--- config.mk ---
export PLATFORM = sky130hd
export DESIGN_NAME = gpio_pulse_bank
export DESIGN_NICKNAME = d
export VERILOG_FILES = /design/src/rtl/gpio_pkg.sv /design/src/rtl/gpio_us_tick.sv /design/src/rtl/gpio_pulse_chan.sv /design/src/rtl/gpio_pulse_bank.sv
export SDC_FILE = /design/constraint.sdc
export NUM_CORES = 1
export LEC_CHECK = 0
export BUFFER_PORTS_ARGS = -buffer_cell sky130_fd_sc_hd__buf_2
export CAP_MARGIN = 15
export CORE_MARGIN = 8
export CORE_UTILIZATION = 48
export CTS_BUF_LIST = sky130_fd_sc_hd__clkbuf_8
export DETAILED_ROUTE_END_ITERATION = 12
export PLACE_DENSITY = 0.63
export SKIP_CTS_REPAIR_TIMING = 1
export SLEW_MARGIN = 20
export SYNTH_ARGS = -nofsm -noshare
export SYNTH_HDL_FRONTEND = slang
export SYNTH_HIERARCHICAL = 1
export SYNTH_SLANG_ARGS = --single-unit
export TNS_END_PERCENT = 50
--- constraint.sdc ---
create_clock -name clk -period 3.9 [get_ports clk]
set_clock_uncertainty 0.1 [all_clocks]
set_input_delay 0.195 -clock clk [delete_from_list [all_inputs] [get_ports clk]]
set_output_delay 0.195 -clock clk [all_outputs]
set_load 0.01 [all_outputs]
--- src/rtl/gpio_pkg.sv ---
package gpio_pkg;
    localparam int DATA_W = 8;
    localparam int TIMER_W = 17;

    localparam logic [7:0] IDX_DATA   = 8'h10;
    localparam logic [7:0] IDX_DIR    = 8'h11;
    localparam logic [7:0] IDX_STATUS = 8'h12;
    localparam logic [7:0] IDX_MODE   = 8'h13;
    localparam logic [7:0] IDX_WIDTH  = 8'h14;

    typedef enum logic [1:0] {
        PW_500US = 2'b00,
        PW_1MS   = 2'b01,
        PW_20MS  = 2'b10,
        PW_100MS = 2'b11
    } pw_code_t;

    function automatic logic [TIMER_W-1:0] pw_ticks(pw_code_t code);
        logic [TIMER_W-1:0] t;
        unique case (code)
            PW_500US: t = TIMER_W'(500);
            PW_1MS:   t = TIMER_W'(1000);
            PW_20MS:  t = TIMER_W'(20000);
            PW_100MS: t = TIMER_W'(100000);
        endcase
        return t;
    endfunction
endpackage

--- src/rtl/gpio_us_tick.sv ---
module gpio_us_tick #(
    parameter int CLK_PER_US = 50
) (
    input  logic clk,
    input  logic rst,
    output logic tick
);
    localparam int DIV_W = (CLK_PER_US > 1) ? $clog2(CLK_PER_US) : 1;

    generate
        if (CLK_PER_US <= 1) begin : g_direct
            assign tick = 1'b1;
        end else begin : g_div
            logic [DIV_W-1:0] div_q;

            always_ff @(posedge clk) begin
                if (rst) begin
                    div_q <= '0;
                end else if (div_q == DIV_W'(CLK_PER_US - 1)) begin
                    div_q <= '0;
                end else begin
                    div_q <= div_q + 1'b1;
                end
            end

            assign tick = (div_q == DIV_W'(CLK_PER_US - 1));

            // ticks are spaced at least two clocks apart when dividing
            assert_tick_spacing_R6: assert property (@(posedge clk) disable iff (rst)
                tick |=> !tick);
        end
    endgenerate
endmodule

--- src/rtl/gpio_pulse_chan.sv ---
module gpio_pulse_chan
    import gpio_pkg::*;
#(
    parameter int CW = TIMER_W
) (
    input  logic          clk,
    input  logic          rst,
    input  logic          tick,
    input  logic          pulse_mode,
    input  logic          start,
    input  logic [CW-1:0] width_ticks,
    output logic          busy,
    output logic          done
);
    typedef enum logic {CH_IDLE, CH_RUN} ch_state_t;

    ch_state_t     state_q, state_d;
    logic [CW-1:0] cnt_q;
    logic [CW-1:0] width_q;
    logic          expire;

    assign expire = tick && (cnt_q == width_q - 1'b1);

    always_comb begin
        state_d = state_q;
        unique case (state_q)
            CH_IDLE: if (start && pulse_mode) state_d = CH_RUN;   // START
            CH_RUN: begin
                if (!pulse_mode)  state_d = CH_IDLE;              // CANCEL
                else if (start)   state_d = CH_RUN;               // RESTART
                else if (expire)  state_d = CH_IDLE;              // EXPIRE
            end
        endcase
    end

    always_ff @(posedge clk) begin
        if (rst) state_q <= CH_IDLE;
        else     state_q <= state_d;
    end

    always_ff @(posedge clk) begin
        if (rst) begin
            cnt_q   <= '0;
            width_q <= '1;
        end else if (start) begin
            cnt_q   <= '0;
            width_q <= width_ticks;
        end else if (state_q == CH_RUN && tick) begin
            cnt_q <= cnt_q + 1'b1;
        end
    end

    always_comb begin
        busy = (state_q == CH_RUN);
        done = (state_q == CH_RUN) && pulse_mode && !start && expire;
    end

    // a start always leaves the channel running with a zeroed timer
    assert_restart_zero_R8: assert property (@(posedge clk) disable iff (rst)
        (start && pulse_mode) |=> (busy && cnt_q == '0));
    // level mode forces the channel idle one cycle later
    assert_cancel_idle_R9: assert property (@(posedge clk) disable iff (rst)
        !pulse_mode |=> !busy);
    // a running timer never passes its latched width
    assert_count_bound_R6: assert property (@(posedge clk) disable iff (rst)
        busy |-> (cnt_q < width_q));
endmodule

--- src/rtl/gpio_pulse_bank.sv ---
module gpio_pulse_bank
    import gpio_pkg::*;
#(
    parameter int CLK_PER_US = 50
) (
    input  logic              clk,
    input  logic              rst,
    input  logic [7:0]        bus_addr,
    input  logic              bus_wr,
    input  logic [DATA_W-1:0] bus_wdata,
    output logic [DATA_W-1:0] bus_rdata,
    input  logic [DATA_W-1:0] pin_in,
    output logic [DATA_W-1:0] pin_out,
    output logic [DATA_W-1:0] pin_oe
);
    localparam int NP = DATA_W;

    logic [NP-1:0] data_q, dir_q, mode_q, sync1_q, sync2_q;
    pw_code_t      width_q;
    logic          tick;
    logic [NP-1:0] start, busy, done;
    logic          wr_data, wr_mode;

    assign wr_data = bus_wr && (bus_addr == IDX_DATA);
    assign wr_mode = bus_wr && (bus_addr == IDX_MODE);

    gpio_us_tick #(.CLK_PER_US(CLK_PER_US)) u_tick (
        .clk (clk),
        .rst (rst),
        .tick(tick)
    );

    always_ff @(posedge clk) begin
        if (rst) begin
            sync1_q <= '0;
            sync2_q <= '0;
        end else begin
            sync1_q <= pin_in;
            sync2_q <= sync1_q;
        end
    end

    always_ff @(posedge clk) begin
        if (rst) begin
            dir_q   <= '0;
            mode_q  <= '0;
            width_q <= PW_500US;
        end else if (bus_wr) begin
            if (bus_addr == IDX_DIR)   dir_q   <= bus_wdata;
            if (bus_addr == IDX_MODE)  mode_q  <= bus_wdata;
            if (bus_addr == IDX_WIDTH) width_q <= pw_code_t'(bus_wdata[1:0]);
        end
    end

    generate
        for (genvar i = 0; i < NP; i++) begin : g_pin
            assign start[i] = wr_data && mode_q[i] && bus_wdata[i];

            gpio_pulse_chan u_chan (
                .clk        (clk),
                .rst        (rst),
                .tick       (tick),
                .pulse_mode (mode_q[i]),
                .start      (start[i]),
                .width_ticks(pw_ticks(width_q)),
                .busy       (busy[i]),
                .done       (done[i])
            );

            always_ff @(posedge clk) begin
                if (rst) begin
                    data_q[i] <= 1'b0;
                end else if (wr_data) begin
                    if (!mode_q[i])         data_q[i] <= bus_wdata[i];
                    else if (bus_wdata[i])  data_q[i] <= 1'b1;
                    else if (done[i])       data_q[i] <= 1'b0;
                end else if (wr_mode && bus_wdata[i] && !mode_q[i]) begin
                    data_q[i] <= 1'b0;
                end else if (done[i]) begin
                    data_q[i] <= 1'b0;
                end
            end

            // a zero written in pulse mode never disturbs the data bit
            assert_zero_write_ignored_R7: assert property (@(posedge clk) disable iff (rst)
                (wr_data && mode_q[i] && !bus_wdata[i] && !done[i])
                    |=> (data_q[i] == $past(data_q[i])));
            // in pulse mode a set data bit is always backed by a running timer
            assert_pulse_data_busy_R6: assert property (@(posedge clk) disable iff (rst)
                (mode_q[i] && data_q[i]) |-> busy[i]);
        end
    endgenerate

    always_comb begin
        pin_oe  = dir_q;
        pin_out = data_q & dir_q;
    end

    always_comb begin
        unique case (bus_addr)
            IDX_DATA:   bus_rdata = data_q;
            IDX_DIR:    bus_rdata = dir_q;
            IDX_STATUS: bus_rdata = sync2_q;
            IDX_MODE:   bus_rdata = mode_q;
            IDX_WIDTH:  bus_rdata = {{(NP-2){1'b0}}, width_q};
            default:    bus_rdata = '0;
        endcase
    end

    // reserved width bits read as zero
    assert_width_reserved_R4: assert property (@(posedge clk) disable iff (rst)
        (bus_addr == IDX_WIDTH) |-> (bus_rdata[NP-1:2] == '0));
endmodule

Word-level counts from Yosys, hierarchy flattened. Cells that the tools add are included.

Bits in registers: 328. Input port bits: 27. Output and inout bits: 24. Logic and storage cells: 274.

Add/sub/neg operators: 17. Eq/ne operators: 17. Multiplexer cells: 82. Bitwise logic cells: 9. Reductions and logical operators: 111.

Operator list (count): $add A17 B1 Y17 const B (8); $eq A17 B17 Y1 (8); $sub A17 B1 Y17 const B (8); $logic_and A1 B1 Y1 (82); $mux W1 (72); $pmux W17 S4 (1); $eq A8 B5 Y1 const B (5); $pmux W8 S5 (1); $reduce_or A2 Y1 (9); $logic_not A1 Y1 (16); $pmux W1 S2 (8); $and A8 B8 Y8 (1); $not A1 Y1 (8); $add A6 B1 Y6 const B (1); $eq A6 B6 Y1 const B (1); $reduce_and A2 Y1 (3); $eq A2 B2 Y1 const B (2); $eq A2 B1 Y1 const B (1); $logic_not A2 Y1 (1).

Depth between registers and ports, before layout.
Word-level depth: 11. Mapped depth: 12. Gate-level depth less buffers: 11.

Hierarchy. The synthesis kept the hierarchy.

Modules (own cells, without submodules): gpio_pulse_chan (g_pin[0].u_chan ...) (instances 7, cells each 220, area an instance 1953.1 um2); gpio_pulse_bank (instances 1, cells each 228, area an instance 2204.6 um2); gpio_pulse_chan (g_pin[7].u_chan) (instances 1, cells each 239, area an instance 2013.2 um2); gpio_us_tick (instances 1, cells each 27, area an instance 252.7 um2).

Least setup slack after synthesis. OpenSTA, ideal clock, no wires.

Kind: register to register. Start: register u_tick.g_div.div_q[0]. End: register data_q[7]. Arrival: 3220 ps. Slack: 439 ps. Stages on the path, launching flop included: 11. Cells stage by stage: dfxtp_1 -> ha_1 -> nand4b_1 -> nor2_1 -> nor4b_1 -> nand4_1 -> or4b_1 -> nor4_1 -> inv_1 -> a32oi_1 -> a211oi_1.

Word-level cells in the longest chain between the ends: 7. Elaborated cells between the ends (all ways): 8. Classes of those cells: eq/ne: 1; mux: 5; reduce/logical: 2.

RTL lines: from (decl) (RTL line gpio_us_tick.sv:14) `logic [DIV_W-1:0] div_q;`; from (signal assigned) (RTL line gpio_us_tick.sv:22) `div_q <= div_q + 1'b1;`; $eq A6 B6 Y1 * (RTL line gpio_us_tick.sv:26) `assign tick = (div_q == DIV_W'(CLK_PER_US - 1));`; named net tick (RTL line gpio_pulse_bank.sv:20) `logic tick;`; $logic_and A1 B1 Y1 * (RTL line gpio_pulse_chan.sv:22) `assign expire = tick && (cnt_q == width_q - 1'b1);`; $logic_and A1 B1 Y1 * (RTL line gpio_pulse_chan.sv:55) `done = (state_q == CH_RUN) && pulse_mode && !start && expire;`; named net done[7] (RTL line gpio_pulse_bank.sv:21) `logic [NP-1:0] start, busy, done;`; $mux W1 *; $mux W1 (2 in a row); $mux W1 *; to (signal, indexed assignment) (RTL line gpio_pulse_bank.sv:74) `if (!mode_q[i]) data_q[i] <= bus_wdata[i];`; to (decl) (RTL line gpio_pulse_bank.sv:18) `logic [NP-1:0] data_q, dir_q, mode_q, sync1_q, sync2_q;`.

The timed path passes the listed nets; every way through them passes the cells marked *. A chain may end at the register's enable or synchronous reset.

Final worst setup path.
Start: register g_pin[7].u_chan.width_q[0]. End: register data_q[7].

Word-level cells in the longest chain between the ends: 8. Elaborated cells between the ends (all ways): 9. Classes of those cells: add/sub: 1; eq/ne: 1; mux: 5; reduce/logical: 2.

RTL lines: from (decl) (RTL line gpio_pulse_chan.sv:19) `logic [CW-1:0] width_q;`; from (signal assigned) (RTL line gpio_pulse_chan.sv:47) `width_q <= width_ticks;`; $sub A17 B1 Y17 * (RTL line gpio_pulse_chan.sv:22); $eq A17 B17 Y1 * (RTL line gpio_pulse_chan.sv:22); $logic_and A1 B1 Y1 * (RTL line gpio_pulse_chan.sv:22); $logic_and A1 B1 Y1 * (RTL line gpio_pulse_chan.sv:55); named net done[7] (RTL line gpio_pulse_bank.sv:21); $mux W1 *; $mux W1 (2 in a row); $mux W1 *.

Marked as above.

==> out/results.env <==
CTS-ROOT-TO-SINK-BUFFERS=3
WIRE_PER_INST_UM=16.2
CRITICAL_PATH_PEAK_FANOUT=7
ANTENNA_FOUND_INITIAL=4
TOP_LEVEL_PORT_COUNT=51
HTREEDEPTH=2
CHIPWIDTH_UM=210
CLOCK-SINKS=328
FLOORPLAN.DIE_AREA_UM2=44300
CRITICAL_PATH_RT_NS=4.25
YOSYS_WARNINGS=6
DRT-VIAS-PER-INSTANCE=5.44
WORSTSETUPSTARTPOINT='g_pin[7].u_chan/width_q[0]'
SYNTH_MOST_COMMON_CELL='sky130_fd_sc_hd__dfxtp_1'
LEAKAGE_nW=7.07
DP_HPWL_UM=31000
HP-CLASS='input pin to register'
DOMINANTREGCELLSYNTH='sky130_fd_sc_hd__dfxtp_1'
FMAX_MHz=290
INITIAL_UTILIZATION_PCT=48.4
NUMBER_OF_GLOBAL_ROUTE_VIAS_BEFORE_REPAIR=13900
MAXCAPVIOLCOUNT=0
GP_CONGESTION=0.821
CRITICAL_PATH.STARTPOINT_TYPE='register'
FINAL-INSTANCE-COUNT-EXCL-FILL=2715
FLOPS_LATCHES_SYNTH=328
POWER_DENSITY_OF_THE_PLACED_CELLS_nW_PER_UM2=334
CTS-ROOT-BUF='sky130_fd_sc_hd__clkbuf_8'
NUM-FILL-CELLS=3517
TOTALWIRELENGTH_UM=43900
FINAL-SETUP-VIOL-COUNT=0
YOSYSTOPAREACELL='sky130_fd_sc_hd__dfxtp_1'
TIMING_WORST_SLEW_PIN_VALUE_NS=1.11
SYNTH_CELL_TYPE_COUNT=73
SYNTH_TOP_CELLS_BY_AREA='sky130_fd_sc_hd__dfxtp_1 36%, sky130_fd_sc_hd__mux2i_1 8.4%, sky130_fd_sc_hd__xnor2_1 8.1%, sky130_fd_sc_hd__xor2_1 5.3%, sky130_fd_sc_hd__nand2_1 5.0%'
RSZ0062_AT_GRT='no'
FIRST_PASS_GRT_WIRE_LENGTH_UM=71700
SYNTH.CELLS.MOST_FREQUENT='328 x sky130_fd_sc_hd__dfxtp_1, 243 x sky130_fd_sc_hd__nand2_1, 184 x sky130_fd_sc_hd__nor2_1, 167 x sky130_fd_sc_hd__xnor2_1, 152 x sky130_fd_sc_hd__mux2i_1'
CTS.CLK_SLEW.WORST_PATHS_NS=0.06
CTS_BUFFERS=57
SYNTH_ENABLE_FLOP_CELLS=0
MAXIMUM_NUMBER_OF_PINS_ON_ONE_NET_BEFORE_GLOBAL_ROUTE_REPAIR=40
POSTSYNTHCELLCOUNT=2034
SLEW_VIOLATIONS=0
WORST-ENDPOINT-ARRIVAL_NS=3.79
AREA_DELTA_SYNTH_FINAL_PCT=12.5
CORE_AREA_UM2=37500
ASYNC_RESET_FF_SHARE_PCT=0
SYN_AREA_UM2=18100
REPORT.FINAL.HOLD_VIOL_COUNT=1
POST_SYNTH.CELL_AREA_AVG_UM2=8.92
DP.CELLS=2582
SYNTH-SEQ-AREA-SHARE_PCT=36.2
WORSTREG2REGSTART='g_pin[7].u_chan/width_q[0]'
STATUS='finished with violations'
ROWS=71
GLOBALROUTEOVERFLOWTOTAL=0
SETUP_TNS_NS=0
VIOLATIONS='hold timing'
MAXSLEWHEADROOM_PCT=25.6
GRTUSAGETOTAL_PCT=19.5
MIN_FROM='bus_addr[1]'
DRTITER0DRC=837
DRC=0
CLOCK_INSERTION_DELAY_WORST_SKEW_NS=0.64
MAX-VDD-IR-DROP_V=0.000250
CLOCK_TREE_FROM_TRITONCTS='done'
DR.PASS1.ITERS=5
CP-END-KIND='register'
FIN_NETS=2200
FINAL.HOLD.WORST_SLACK_NS=-0.0133
PATH_CLASS='register to register'
DRIVE_ABOVE_1_SHARE_PCT=13.3
NUM_VIAS=14800
DIEHEIGHT_UM=210
ANTENNA_LEFT=0
PERIOD_MINUS_SLACK_NS=3.44
PORTBUFFERS=50
NETLIST.AREA_LEADER.SHARE_PCT=36.2
FIN_CRIT_SH_PCT=88.3
-- path summary, 6_finish.rpt --
kind / end / cells past startpoint / slack, ns
setup / recovery: data_q[7] / 11 / 0.46
hold / removal: data_q[4] / 5 / -0.01
setup reg to reg: data_q[7] / 11 / 0.46
hold reg to reg: sync2_q[1] / 1 / 0.34
-- state kept, by name (all words and copies together), names as in the netlist --
signal,flops
mode_q,8
g_pin.u_chan/busy,8
g_pin.u_chan/width_q,136
g_pin.u_chan/cnt_q,136
pin_oe,8
u_tick/g_div.div_q,6
sync1_q,8
width_q,2
data_q,8
sync2_q,8
-- routing by layer --
layer / GRT usage, % / wire, um / part of all wire [%]
met2: 32.0 / 20100 / 46
met5: 0 / 23 / 0.052
met3: 4.25 / 2220 / 5.1
met1: 25.0 / 20300 / 46
met4: 6.83 / 1120 / 2.6
-- kinds of logic after synthesis --
kind of cell | count (synthesis) | share of synthesized area (%)
flops | 328 | 36.2
xor+xnor | 278 | 13.5
buf+inv | 115 | 3.17
simple gates | 909 | 27.7
other cells | 2 | 0.0414
compound gates | 224 | 8.73
mux | 160 | 9.38
fa+ha+maj | 18 | 1.24
-- placed cells by master, fill, tap and decap left out, types with 9 or more instances in the layout --
master,Yosys,final
sky130_fd_sc_hd__clkbuf_8,0,77
sky130_fd_sc_hd__nor2_1,184,183
sky130_fd_sc_hd__a21oi_1,50,50
sky130_fd_sc_hd__nor4_1,19,18
sky130_fd_sc_hd__inv_1,34,51
sky130_fd_sc_hd__nand2_1,243,243
sky130_fd_sc_hd__and2_1,22,22
sky130_fd_sc_hd__buf_2,3,50
sky130_fd_sc_hd__nor3_1,32,32
sky130_fd_sc_hd__dfxtp_1,328,328
sky130_fd_sc_hd__nand4_1,53,53
sky130_fd_sc_hd__conb_1,2,40
sky130_fd_sc_hd__nor4_2,21,22
sky130_fd_sc_hd__or2_2,19,19
sky130_fd_sc_hd__and4_1,9,9
sky130_fd_sc_hd__mux2i_1,152,152
sky130_fd_sc_hd__buf_4,0,22
sky130_fd_sc_hd__or4_4,22,22
sky130_fd_sc_hd__xnor2_1,167,167
sky130_fd_sc_hd__or3_1,44,44
sky130_fd_sc_hd__nor2b_1,33,33
sky130_fd_sc_hd__ha_1,18,18
sky130_fd_sc_hd__clkinv_2,0,9
sky130_fd_sc_hd__o21ai_0,43,43
sky130_fd_sc_hd__and3_1,29,29
sky130_fd_sc_hd__nand3_1,73,73
sky130_fd_sc_hd__or4b_1,9,9
sky130_fd_sc_hd__nand2b_1,31,31
sky130_fd_sc_hd__xor2_1,110,110
sky130_fd_sc_hd__dlygate4sd3_1,0,25
sky130_fd_sc_hd__a31oi_1,9,9
sky130_fd_sc_hd__o211ai_1,25,25
-- critical path: stages, from the launching register on --
cell and delay [ns]:
sky130_fd_sc_hd__dfxtp_1 0.36, sky130_fd_sc_hd__inv_1 0.10, sky130_fd_sc_hd__ha_1 0.25, sky130_fd_sc_hd__or4b_1 0.59
sky130_fd_sc_hd__or4_1 0.56, sky130_fd_sc_hd__o311ai_1 0.08, sky130_fd_sc_hd__a31oi_1 0.08, sky130_fd_sc_hd__or4b_1 0.48
sky130_fd_sc_hd__nor4_1 0.31, sky130_fd_sc_hd__inv_1 0.09, sky130_fd_sc_hd__a32oi_1 0.18, sky130_fd_sc_hd__a211oi_1 0.08
-- layout make-up --
| class | count | area, um^2 | area share [%] |
|---|---|---|---|
| antenna | 2 | 5.00 | 0.0245 |
| clock buffer | 77 | 1060 | 5.19 |
| clock inverter | 29 | 154 | 0.754 |
| inverter | 42 | 158 | 0.772 |
| multi-input combinational | 1629 | 11200 | 54.7 |
| sequential | 328 | 6570 | 32.2 |
| tap | 511 | 639 | 3.13 |
| timing repair buffer | 97 | 666 | 3.26 |
-- power by group --
part / internal [mW] / total [mW] / leakage [nW] / switching [mW]
registers: 3.36 / 3.37 / 2.65 / 0.00579
logic: 0.0576 / 0.168 / 3.72 / 0.110
clock network: 1.82 / 3.27 / 0.694 / 1.45
-- stage by stage --
step	area, um^2	total power [mW]	util, %	worst slack [ns]
3_3_place_gp	18900	3.59	50.5	0.582
6_report	20400	6.81	54.4	0.455
3_5_place_dp	18900	3.59	50.5	0.503
5_1_grt	20400	7.08	54.4	0.184
2_1_floorplan	18300	3.53	-	0.439
4_1_cts	20200	6.90	53.8	0.462
No activity file was read; power rests on OpenSTA's default activity.
